## config.mk

```make
export PLATFORM = sky130hd
export DESIGN_NAME = smp_pool_alloc
export DESIGN_NICKNAME = d
export VERILOG_FILES = /design/src/rtl/smp_pkg.sv /design/src/rtl/smp_lowfree.sv /design/src/rtl/smp_popcnt.sv /design/src/rtl/smp_owner_bank.sv /design/src/rtl/smp_pool_alloc.sv
export SDC_FILE = /design/constraint.sdc
export NUM_CORES = 1
export LEC_CHECK = 0
export BUFFER_PORTS_ARGS = -buffer_cell sky130_fd_sc_hd__buf_2
export CORE_MARGIN = 2
export CORE_UTILIZATION = 29
export CTS_CLUSTER_DIAMETER = 150
export DETAILED_ROUTE_END_ITERATION = 6
export HOLD_SLACK_MARGIN = 0.15
export SYNTH_ARGS = -nofsm -noshare
export SYNTH_HDL_FRONTEND = slang
export SYNTH_SLANG_ARGS = --single-unit
```

## constraint.sdc

```tcl
create_clock -name clk -period 7.31 [get_ports clk]
set_input_delay 1.462 -clock clk [delete_from_list [all_inputs] [get_ports clk]]
set_output_delay 1.462 -clock clk [all_outputs]
set_load 0.01 [all_outputs]
```

## src/rtl/smp_pkg.sv

```systemverilog
package smp_pkg;
    typedef enum logic {
        OP_ALLOC   = 1'b0,
        OP_RELEASE = 1'b1
    } op_e;

    typedef enum logic {
        ST_IDLE  = 1'b0,
        ST_GRANT = 1'b1
    } fsm_e;

    function automatic int unsigned clog2_min1(input int unsigned n);
        int unsigned w;
        w = 1;
        while ((1 << w) < n) w++;
        return w;
    endfunction
endpackage

```

## src/rtl/smp_lowfree.sv

```systemverilog
module smp_lowfree #(
    parameter int NB = 22,
    localparam int IDX_W = smp_pkg::clog2_min1(NB)
) (
    input  logic [NB-1:0]    occ,
    output logic [IDX_W-1:0] idx,
    output logic             found
);
    always_comb begin
        idx   = '0;
        found = 1'b0;
        for (int i = NB - 1; i >= 0; i--) begin
            if (!occ[i]) begin
                idx   = IDX_W'(i);
                found = 1'b1;
            end
        end
    end
endmodule

```

## src/rtl/smp_popcnt.sv

```systemverilog
module smp_popcnt #(
    parameter int NB = 22,
    localparam int CW = smp_pkg::clog2_min1(NB + 1)
) (
    input  logic [NB-1:0] vec,
    output logic [CW-1:0] ones
);
    always_comb begin
        ones = '0;
        for (int i = 0; i < NB; i++) begin
            ones = ones + CW'(vec[i]);
        end
    end
endmodule

```

## src/rtl/smp_owner_bank.sv

```systemverilog
module smp_owner_bank #(
    parameter int NB    = 22,
    parameter int NC    = 13,
    parameter int CID_W = 4,
    localparam int IDX_W = smp_pkg::clog2_min1(NB)
) (
    input  logic             clk,
    input  logic             rst,
    input  logic             set_en,
    input  logic [CID_W-1:0] set_cid,
    input  logic [IDX_W-1:0] set_idx,
    input  logic [NC-1:0]    clr_sel,
    input  logic [CID_W-1:0] req_cid,
    input  logic [CID_W-1:0] qry_cid,
    output logic             req_owns,
    output logic [NB-1:0]    qry_map,
    output logic [NB-1:0]    rel_union
);
    logic [NB-1:0] own_q [NC];

    for (genvar c = 0; c < NC; c++) begin : g_client
        always_ff @(posedge clk) begin
            if (rst) begin
                own_q[c] <= '0;
            end else if (clr_sel[c]) begin
                own_q[c] <= '0;
            end else if (set_en && (set_cid == CID_W'(c))) begin
                own_q[c][set_idx] <= 1'b1;
            end
        end
    end

    always_comb begin
        rel_union = '0;
        req_owns  = 1'b0;
        qry_map   = '0;
        for (int c = 0; c < NC; c++) begin
            if (clr_sel[c]) rel_union = rel_union | own_q[c];
            if (req_cid == CID_W'(c)) req_owns = |own_q[c];
            if (qry_cid == CID_W'(c)) qry_map = own_q[c];
        end
    end
endmodule

```

## src/rtl/smp_pool_alloc.sv

```systemverilog
module smp_pool_alloc #(
    parameter int NUM_BLKS = 22,
    parameter int NUM_PIPES = 4,
    parameter int PLANES = 3,
    parameter int CNT_W = 5,
    parameter int QUOTA_W = 4,
    parameter logic [NUM_BLKS-1:0] RSV_MAP = 'h23,
    parameter logic [(1+NUM_PIPES*PLANES)*QUOTA_W-1:0] CLIENT_QUOTA = 'h10020,
    localparam int NUM_CLIENTS = 1 + NUM_PIPES * PLANES,
    localparam int CID_W = smp_pkg::clog2_min1(NUM_CLIENTS),
    localparam int PIPE_W = smp_pkg::clog2_min1(NUM_PIPES)
) (
    input  logic                 clk,
    input  logic                 rst,
    input  logic                 cmd_valid,
    input  logic                 cmd_op,
    input  logic [CID_W-1:0]     cmd_id,
    input  logic [CNT_W-1:0]     cmd_count,
    input  logic                 commit_clr,
    input  logic [CID_W-1:0]     qry_client,
    output logic                 busy,
    output logic                 done,
    output logic                 err_nospc,
    output logic                 warn_inuse,
    output logic [NUM_PIPES-1:0] assigned_mask,
    output logic [NUM_PIPES-1:0] released_mask,
    output logic [NUM_BLKS-1:0]  occ_map,
    output logic [NUM_BLKS-1:0]  qry_map
);
    import smp_pkg::*;

    localparam int IDX_W = clog2_min1(NUM_BLKS);
    localparam int AV_W  = clog2_min1(NUM_BLKS + 1);
    localparam int CMP_W = ((CNT_W > AV_W) ? CNT_W : AV_W) + 1;

    fsm_e                 st_q;
    logic [NUM_BLKS-1:0]  occ_q;
    logic [CNT_W-1:0]     remain_q;
    logic [CID_W-1:0]     gcid_q;
    logic [PIPE_W-1:0]    gpipe_q;
    logic                 done_q, err_q, warn_q;
    logic [NUM_PIPES-1:0] asg_q, rel_q;

    // Decode of the incoming command
    logic                 accept, is_alloc, is_release;
    logic                 cid_ok, rel_ok;
    logic [QUOTA_W-1:0]   quota;
    logic [CNT_W-1:0]     adj;
    logic [CID_W-1:0]     cid_m1;
    logic [PIPE_W-1:0]    pipe_of;
    logic [AV_W-1:0]      used, avail;
    logic                 too_big;

    assign accept     = cmd_valid && (st_q == ST_IDLE);
    assign is_alloc   = accept && (op_e'(cmd_op) == OP_ALLOC);
    assign is_release = accept && (op_e'(cmd_op) == OP_RELEASE);
    assign cid_ok     = (cmd_id != '0) && (int'(cmd_id) < NUM_CLIENTS);
    assign rel_ok     = int'(cmd_id) < NUM_PIPES;

    always_comb begin
        quota = '0;
        if (cid_ok) quota = CLIENT_QUOTA[cmd_id*QUOTA_W +: QUOTA_W];
    end

    assign adj     = (cmd_count > CNT_W'(quota)) ? (cmd_count - CNT_W'(quota)) : '0;
    assign cid_m1  = cmd_id - 1'b1;
    assign pipe_of = PIPE_W'(cid_m1 / CID_W'(PLANES));

    smp_popcnt #(.NB(NUM_BLKS)) u_pop (
        .vec  (occ_q),
        .ones (used)
    );

    assign avail   = AV_W'(NUM_BLKS) - used;
    assign too_big = CMP_W'(adj) > CMP_W'(avail);

    // Lowest free block search
    logic [IDX_W-1:0] pick_idx;
    logic             pick_found;
    logic             grant_fire;

    smp_lowfree #(.NB(NUM_BLKS)) u_pick (
        .occ   (occ_q),
        .idx   (pick_idx),
        .found (pick_found)
    );

    assign grant_fire = (st_q == ST_GRANT) && pick_found;

    // Clients belonging to the released pipe
    logic [NUM_CLIENTS-1:0] clr_sel;
    for (genvar c = 0; c < NUM_CLIENTS; c++) begin : g_sel
        if (c == 0) begin : g_unused
            assign clr_sel[c] = 1'b0;
        end else begin : g_used
            localparam int PIPE_OF_C = (c - 1) / PLANES;
            assign clr_sel[c] = is_release && rel_ok && (int'(cmd_id) == PIPE_OF_C);
        end
    end

    logic                req_owns;
    logic [NUM_BLKS-1:0] rel_union;

    smp_owner_bank #(.NB(NUM_BLKS), .NC(NUM_CLIENTS), .CID_W(CID_W)) u_bank (
        .clk       (clk),
        .rst       (rst),
        .set_en    (grant_fire),
        .set_cid   (gcid_q),
        .set_idx   (pick_idx),
        .clr_sel   (clr_sel),
        .req_cid   (cmd_id),
        .qry_cid   (qry_client),
        .req_owns  (req_owns),
        .qry_map   (qry_map),
        .rel_union (rel_union)
    );

    // Mask update terms
    logic [NUM_PIPES-1:0] asg_set, rel_set;

    always_comb begin
        asg_set = '0;
        rel_set = '0;
        if (is_alloc && cid_ok && !too_big && (adj == '0)) asg_set[pipe_of] = 1'b1;
        if ((st_q == ST_GRANT) && (remain_q == CNT_W'(1))) asg_set[gpipe_q] = 1'b1;
        if (is_release && rel_ok) rel_set[cmd_id[PIPE_W-1:0]] = 1'b1;
    end

    always_ff @(posedge clk) begin
        if (rst) begin
            st_q     <= ST_IDLE;
            occ_q    <= RSV_MAP;
            remain_q <= '0;
            gcid_q   <= '0;
            gpipe_q  <= '0;
            done_q   <= 1'b0;
            err_q    <= 1'b0;
            warn_q   <= 1'b0;
            asg_q    <= '0;
            rel_q    <= '0;
        end else begin
            done_q <= 1'b0;
            err_q  <= 1'b0;
            asg_q  <= (asg_q & ~{NUM_PIPES{commit_clr}}) | asg_set;
            rel_q  <= (rel_q & ~{NUM_PIPES{commit_clr}}) | rel_set;
            case (st_q)
                ST_IDLE: begin
                    if (is_release) begin
                        occ_q  <= occ_q & ~rel_union;
                        warn_q <= 1'b0;
                        done_q <= 1'b1;
                    end else if (is_alloc) begin
                        warn_q <= cid_ok && req_owns;
                        if (!cid_ok) begin
                            done_q <= 1'b1;
                        end else if (too_big) begin
                            err_q  <= 1'b1;
                            done_q <= 1'b1;
                        end else if (adj == '0) begin
                            done_q <= 1'b1;
                        end else begin
                            remain_q <= adj;
                            gcid_q   <= cmd_id;
                            gpipe_q  <= pipe_of;
                            st_q     <= ST_GRANT;
                        end
                    end
                end
                ST_GRANT: begin
                    if (grant_fire) begin
                        occ_q[pick_idx] <= 1'b1;
                    end
                    remain_q <= remain_q - 1'b1;
                    if (remain_q == CNT_W'(1)) begin
                        st_q   <= ST_IDLE;
                        done_q <= 1'b1;
                    end
                end
                default: st_q <= ST_IDLE;
            endcase
        end
    end

    assign busy          = (st_q == ST_GRANT);
    assign done          = done_q;
    assign err_nospc     = err_q;
    assign warn_inuse    = done_q && warn_q;
    assign assigned_mask = asg_q;
    assign released_mask = rel_q;
    assign occ_map       = occ_q;
endmodule

```

==> results of run 1 <==
layout by cell type, fill, tap and decap left out, types with 16 or more instances in the layout:
master / instances
o22ai_1: 29
buf_2: 72
a21oi_1: 76
nand2_1: 103
nand2b_1: 21
o221ai_1: 16
nor2_1: 291
fa_1: 17
inv_1: 66
clkbuf_16: 41
dfxtp_1: 45
nand4_1: 32
nor2b_1: 26
nor4_1: 81
o21a_1: 17
and3_1: 17
o31ai_1: 76
buf_4: 51
nor3_1: 66
a22oi_1: 29
o21ai_0: 349
a31oi_1: 31
mux2i_1: 36
edfxtp_1: 286
clkinv_2: 17
ha_1: 39
or3_1: 18
nand3_1: 36
worst max path at each step:
stage,startpoint,end,slack [ps],cells past startpoint
global placement,occ_map[4],gpipe_q[0],1390,20
detailed placement,occ_map[4],gpipe_q[0],1220,20
finish,occ_map[4],gpipe_q[0],1190,20
global route,occ_map[4],gpipe_q[0],860,20
CTS,occ_map[4],gpipe_q[0],1190,20
floorplan,occ_map[4],gpipe_q[0],1640,20
area by class of cell:
type,count,area [µm²]
Inverter,66,248
Tap cell,882,1100
Clock inverter,24,151
Fill cell,7059,46000
Sequential cell,331,9490
Antenna cell,1,2.50
Timing Repair Buffer,123,743
Clock buffer,46,1060
Multi-Input combinational cell,1561,9430
per-layer routing:
metal / GRT usage (%) / wire, µm / vias up
met5: 0 / 12 / -
met4: 7.23 / 2810 / 2
met2: 35.9 / 37200 / 1026
li1: - / - / 8030
met1: 30.2 / 33500 / 9312
met3: 4.77 / 7680 / 146
report_power, final:
group	internal [mW]	switching [mW]	leakage [nW]
clock	1.08	0.851	0.612
sequential	2.15	0.130	3.31
combinational	0.392	0.784	3.37
kinds of logic (layout without fill, tap and decap cells):
logic type                 count (synthesis)  in the layout  synth area share, %
and+or+nand+nor                          743            743                 18.3
muxes                                     55             55                 3.11
other                                      0              1                    0
buffers and inverters                    276            259                 5.31
DFF                                      331            331                 47.7
adders and majority gates                 56             56                 4.16
AOI/OAI and AO/OA                        703            703                 21.3
xor gates and xnor gates                   4              4                0.176
sequential cells by signal, summed over array words and instances (netlist names):
register / flops
u_bank.own_q: 286
occ_map: 22
remain_q: 5
assigned_mask: 4
gcid_q: 4
released_mask: 4
gpipe_q: 2
busy: 1
done: 1
err_nospc: 1
warn_q: 1
stage by stage:
step | area [µm²] | utilization [%] | worst slack, ps
after detailed placement | 21000 | 30.8 | 1220
final | 22200 | 32.6 | 1190
after CTS | 22200 | 32.6 | 1190
after floorplan | 19900 | - | 1640
after global routing | 22200 | 32.6 | 859
after global placement | 21000 | 30.8 | 1390
worst register-to-register path: stages, from the launching register on:
cell and delay, ps:
dfxtp_1 470, inv_1 110, fa_1 590, inv_1 50, ha_1 190, fa_1 490
fa_1 520, fa_1 450, fa_1 470, ha_1 340, inv_1 50, ha_1 290
a21o_1 160, a21oi_1 180, xnor2_1 140, ha_1 270, o22ai_1 170, a21o_1 220
nand3_2 270, or3_1 450, a21oi_1 160
==> impl_metrics.yaml, run 1 <==
synthesis:
  synth_top_area_share_pct: 43.2
  synth_edf_count: 286
  postSynthCellCount: 2168
  yosys_warnings: 0
  synth_common_cells: "o21ai_0, nor2_1, edfxtp_1"
  ys_seq_area_share_pct: 47.7
  syn-num-nets: 2242
  syn-cell-area_um2: 19900
  synth_seq_cells: 331
  synthArstFlopShare_pct: 0
  ys_types: 74
  synth_flop_cell: "edfxtp_1"
  avgSynthCellArea_um2: 9.18
  post-synth-top-count-cell: "o21ai_0"
  synth_top_cells_by_area: "edfxtp_1, o21ai_0, nor2_1, dfxtp_1, clkbuf_1"
  yosysTopAreaCell: "edfxtp_1"
die:
  io_pins: 74
  core_um2: 68200
  die_area_um2: 70700
  initial_core_util_pct: 29.2
  die_x_um: 266
  fp.dieH_um: 266
  fp-row-count: 96
grt:
  antenna_found_initial: 3
  grt_pass1_wl_mm: 118
  grt_usage_pct: 22.4
  overflow: 0
  grt_pass1_vias: 17282
  grt_max_degree: 70
clock_tree:
  ctsHoldBuffers: 0
  cts.sinks: 331
  cts-root-buf: "clkbuf_16"
  h-tree-depth: 2
  path_clk_slew_ps: 60
  clockBufferDepth: 3
  clk_latency_ps: 570
  cts_setup_buffers: 0
  cts_buffers: 39
  ctsResizeCount: 0
  cts_tree: "done"
setup_path:
  rr_endpoint: "gpipe_q[0]"
  crit_type: "register to register"
  worstSetupStartpointType: "register"
  path_max_fanout: 9
  cp_slowest_cell: "fa_1"
  path_delay_family: "adder cells"
  path_buf_inv: 3
  arrival_ps: 6620
  r2r-start: "occ_map[4]"
  end_kind: "register"
  slowest_delay_ps: 590
  path_cells: "inv_1 > fa_1 > inv_1 > ha_1 > fa_1 > fa_1 > fa_1 > fa_1 > ha_1 > inv_1 > ha_1 > a21o_1 > a21oi_1 > xnor2_1 > ha_1 > o22ai_1 > a21o_1 > nand3_2 > or3_1 > a21oi_1"
  critPathRequiredTime_ps: 7810
  reg2reg_depth: 20
  r2r_slack_ps: 1190
  cpMostUsedCell: "fa_1"
hold_path:
  hold_start: "released_mask[2]"
  hold_depth: 2
  whs_endpoint: "released_mask[2]"
  min_path_type: "register to register"
final_layout:
  final_layout_size_suffix_gt1_share_pct: 11.0
  area_delta_synth_final_pct: 11.7
  stdcell_count: 3034
  final_nets: 2196
power:
  peakVddDrop_mv: 0.160
  finalPower_mw: 5.38
  power_density_nw_per_um2: 242
  leakagePower_nw: 7.30
route:
  vias: 18516
  wl_mm: 81.2
  dr.pass1.iters: 6
  post-route-drc-count: 0
  wl_per_cell_um: 26.8
  drt-vias-per-instance: 6.10
  final_antenna_net_count: 0
  first_iter_violations: 2463
timing:
  maxSlewViolCount: 0
  period_minus_slack_ps: 6120
  tns_ps: 0
  hold_violations: 0
  post-route-period-util_pct: 83.8
  worst_slew_pin_slew_ps: 1190
  holdWs_ps: 451
  fin_worst_skew_ps: 12.9
  rsz0062_at_grt: "false"
  finalSetupViolations: 0
  max_slew_margin_pct: 20.6
  max_clock_freq_mhz: 163
place:
  dp_hpwl_mm: 59.6
  place_inst: 2963
  gp_congestion: 0.977
  io_buffers: 73
flow_run:
  drv_cap: 0
run_status:
  status: "complete, no violations"
Note: power is estimated with default switching activity, not from simulation.
==> run 2: changes to the inputs <==
Settings changed: ABC_AREA set to 1.
Clock period 7.31 ns to 6.3 ns, I/O delays scaled along.
==> impl_metrics.yaml, run 2 <==
synthesis:
  ys_types: 52
  synthArstFlopShare_pct: 0
  syn-cell-area_um2: 19400
  post-synth-top-count-cell: "nor2_1"
  yosysTopAreaCell: "edfxtp_1"
  synth_edf_count: 286
  synth_flop_cell: "edfxtp_1"
  synth_top_area_share_pct: 44.2
  synth_seq_cells: 331
  synth_top_cells_by_area: "edfxtp_1, nor2_1, o21ai_0, nand2_1, dfxtp_1"
  synth_common_cells: "nor2_1, o21ai_0, edfxtp_1"
  avgSynthCellArea_um2: 8.23
  postSynthCellCount: 2360
  syn-num-nets: 2434
  ys_seq_area_share_pct: 48.9
  yosys_warnings: 0
route:
  wl_per_cell_um: 21.6
  wl_mm: 69.9
  final_antenna_net_count: 0
  vias: 17599
  first_iter_violations: 2168
  post-route-drc-count: 0
  drt-vias-per-instance: 5.43
  dr.pass1.iters: 5
grt:
  grt_usage_pct: 19.7
  grt_pass1_vias: 16051
  antenna_found_initial: 2
  grt_max_degree: 67
  met2_usage_pct: 31.0
  met3_usage_pct: 3.47
  top_usage_layer: "met2"
  grt_pass1_wl_mm: 103
  overflow: 0
  use_met1_pct: 26.4
setup_path:
  slowest_delay_ps: 550
  cpMostUsedCell: "nand2_1"
  worstSetupStartpointType: "register"
  critPathRequiredTime_ps: 6700
  arrival_ps: 6170
  path_max_fanout: 5
  cp_slowest_cell: "fa_1"
  end_kind: "register"
  crit_type: "register to register"
final_layout:
  area_delta_synth_final_pct: 11.7
  final_nets: 2420
  final_common_cell: "nor2_1"
  largest_reg_flops: 286
  design_area_um2: 21700
  final_cell_mix: "nor2_1, o21ai_0, edfxtp_1"
  final_layout_size_suffix_gt1_share_pct: 8.97
  largest-register: "u_bank.own_q"
timing:
  max_slew_margin_pct: 26.4
  finalSetupViolations: 0
  worst_slew_pin_slew_ps: 1100
  post-route-period-util_pct: 91.6
  fin_worst_skew_ps: 16.6
  holdWs_ps: 468
  maxSlewViolCount: 0
  max_clock_freq_mhz: 173
  rsz0062_at_grt: "false"
  setup_ws_ps: 532
  period_minus_slack_ps: 5770
  tns_ps: 0
  hold_violations: 0
die:
  die_area_um2: 69000
  core_um2: 66000
  die_x_um: 263
  fp-row-count: 94
  io_pins: 74
  initial_core_util_pct: 29.4
  fp.dieH_um: 263
hold_path:
  min_path_type: "register to register"
place:
  dp_hpwl_mm: 51.3
  gp_congestion: 0.973
  placed_area_um2: 20500
  io_buffers: 73
  place_worst_setup_slack_ps: 459
clock_tree:
  cts_buffers: 39
  cts-root-buf: "clkbuf_16"
  cts_tree: "done"
  ctsHoldBuffers: 0
  cts.sinks: 331
  clk_latency_ps: 570
  clockBufferDepth: 3
  path_clk_slew_ps: 60
  h-tree-depth: 2
flow_run:
  drv_cap: 0
run_status:
  status: "complete, no violations"
power:
  finalPower_mw: 5.93
  peakVddDrop_mv: 0.164
  power_density_nw_per_um2: 274
  leakagePower_nw: 7.51
run 2: cell types whose count changed after synthesis, sizes merged, moves of 17 or more:
cell | previous run | this run
a22oi | 29 | 0
nand2 | 103 | 276
nand3 | 38 | 77
o2111ai | 1 | 26
inv | 66 | 231
nor2b | 26 | 0
nand2b | 21 | 0
mux2i | 36 | 0
o21a | 17 | 0
nor4 | 81 | 54
nor2 | 294 | 458
o31ai | 77 | 3
nor3 | 68 | 104
clkbuf | 182 | 133
run 2: layer usage:
metal | vias up | share of wire [%]
met3 | 149 | 8.9
met5 | - | 0.019
met2 | 883 | 45
li1 | 8123 | -
met4 | 2 | 4.6
met1 | 8442 | 42
run 2: final timing paths:
path	from	end	slack (ps)	depth (start not counted)
worst max register to register	occ_map[5]	remain_q[3]	530	28
worst min register to register	released_mask[3]	released_mask[3]	470	2
worst min-delay path	released_mask[3]	released_mask[3]	470	2
worst max-delay path	occ_map[5]	remain_q[3]	530	28
run 2: cells by family (layout without fill, tap and decap cells):
| group | count (synthesis) | in the layout | synth area share [%] |
|---|---|---|---|
| AND/OR/NAND/NOR | 1017 | 1017 | 22.5 |
| flip-flops | 331 | 331 | 48.9 |
| XOR/XNOR | 8 | 8 | 0.361 |
| AO/OA/AOI/OAI | 546 | 547 | 15.9 |
| buffers and inverters | 402 | 415 | 8.13 |
| adder cells (fa/ha/maj) | 56 | 56 | 4.27 |
| other | 0 | 1 | 0 |
run 2: final cells by class:
type | instances | area, µm²
Inverter | 232 | 871
Antenna cell | 1 | 2.50
Timing Repair Buffer | 114 | 686
Sequential cell | 331 | 9490
Multi-Input combinational cell | 1628 | 8400
Fill cell | 6796 | 44300
Clock inverter | 15 | 70.1
Tap cell | 864 | 1080
Clock buffer | 54 | 1080
run 2: worst max-delay path, delay by kind of cell, from the launching register on:
family	cells	cell delay [ps]
adders and majority gates	9	3520
and+or+nand+nor	8	670
DFF	1	350
xor gates and xnor gates	1	130
AOI/OAI and AO/OA	6	700
buffers and inverters	4	260
run 2: power breakdown:
part,switching [mW],internal (mW)
sequential,0.116,2.50
combinational,0.800,0.384
clock,0.936,1.20
total,1.85,4.08
run 2: repair_timing:
item,4_1_cts,5_1_grt
endpoints found under the setup margin,0,4
gates resized for setup,0,3
endpoints found under the hold margin,0,0
buffers inserted,0,1
run 2: per-stage QoR:
step	instances	utilization, %
after floorplan	2360	-
after global placement	3167	31.1
after detailed placement	3167	31.1
after CTS	3236	32.8
final	3239	32.9
after global routing	3238	32.9
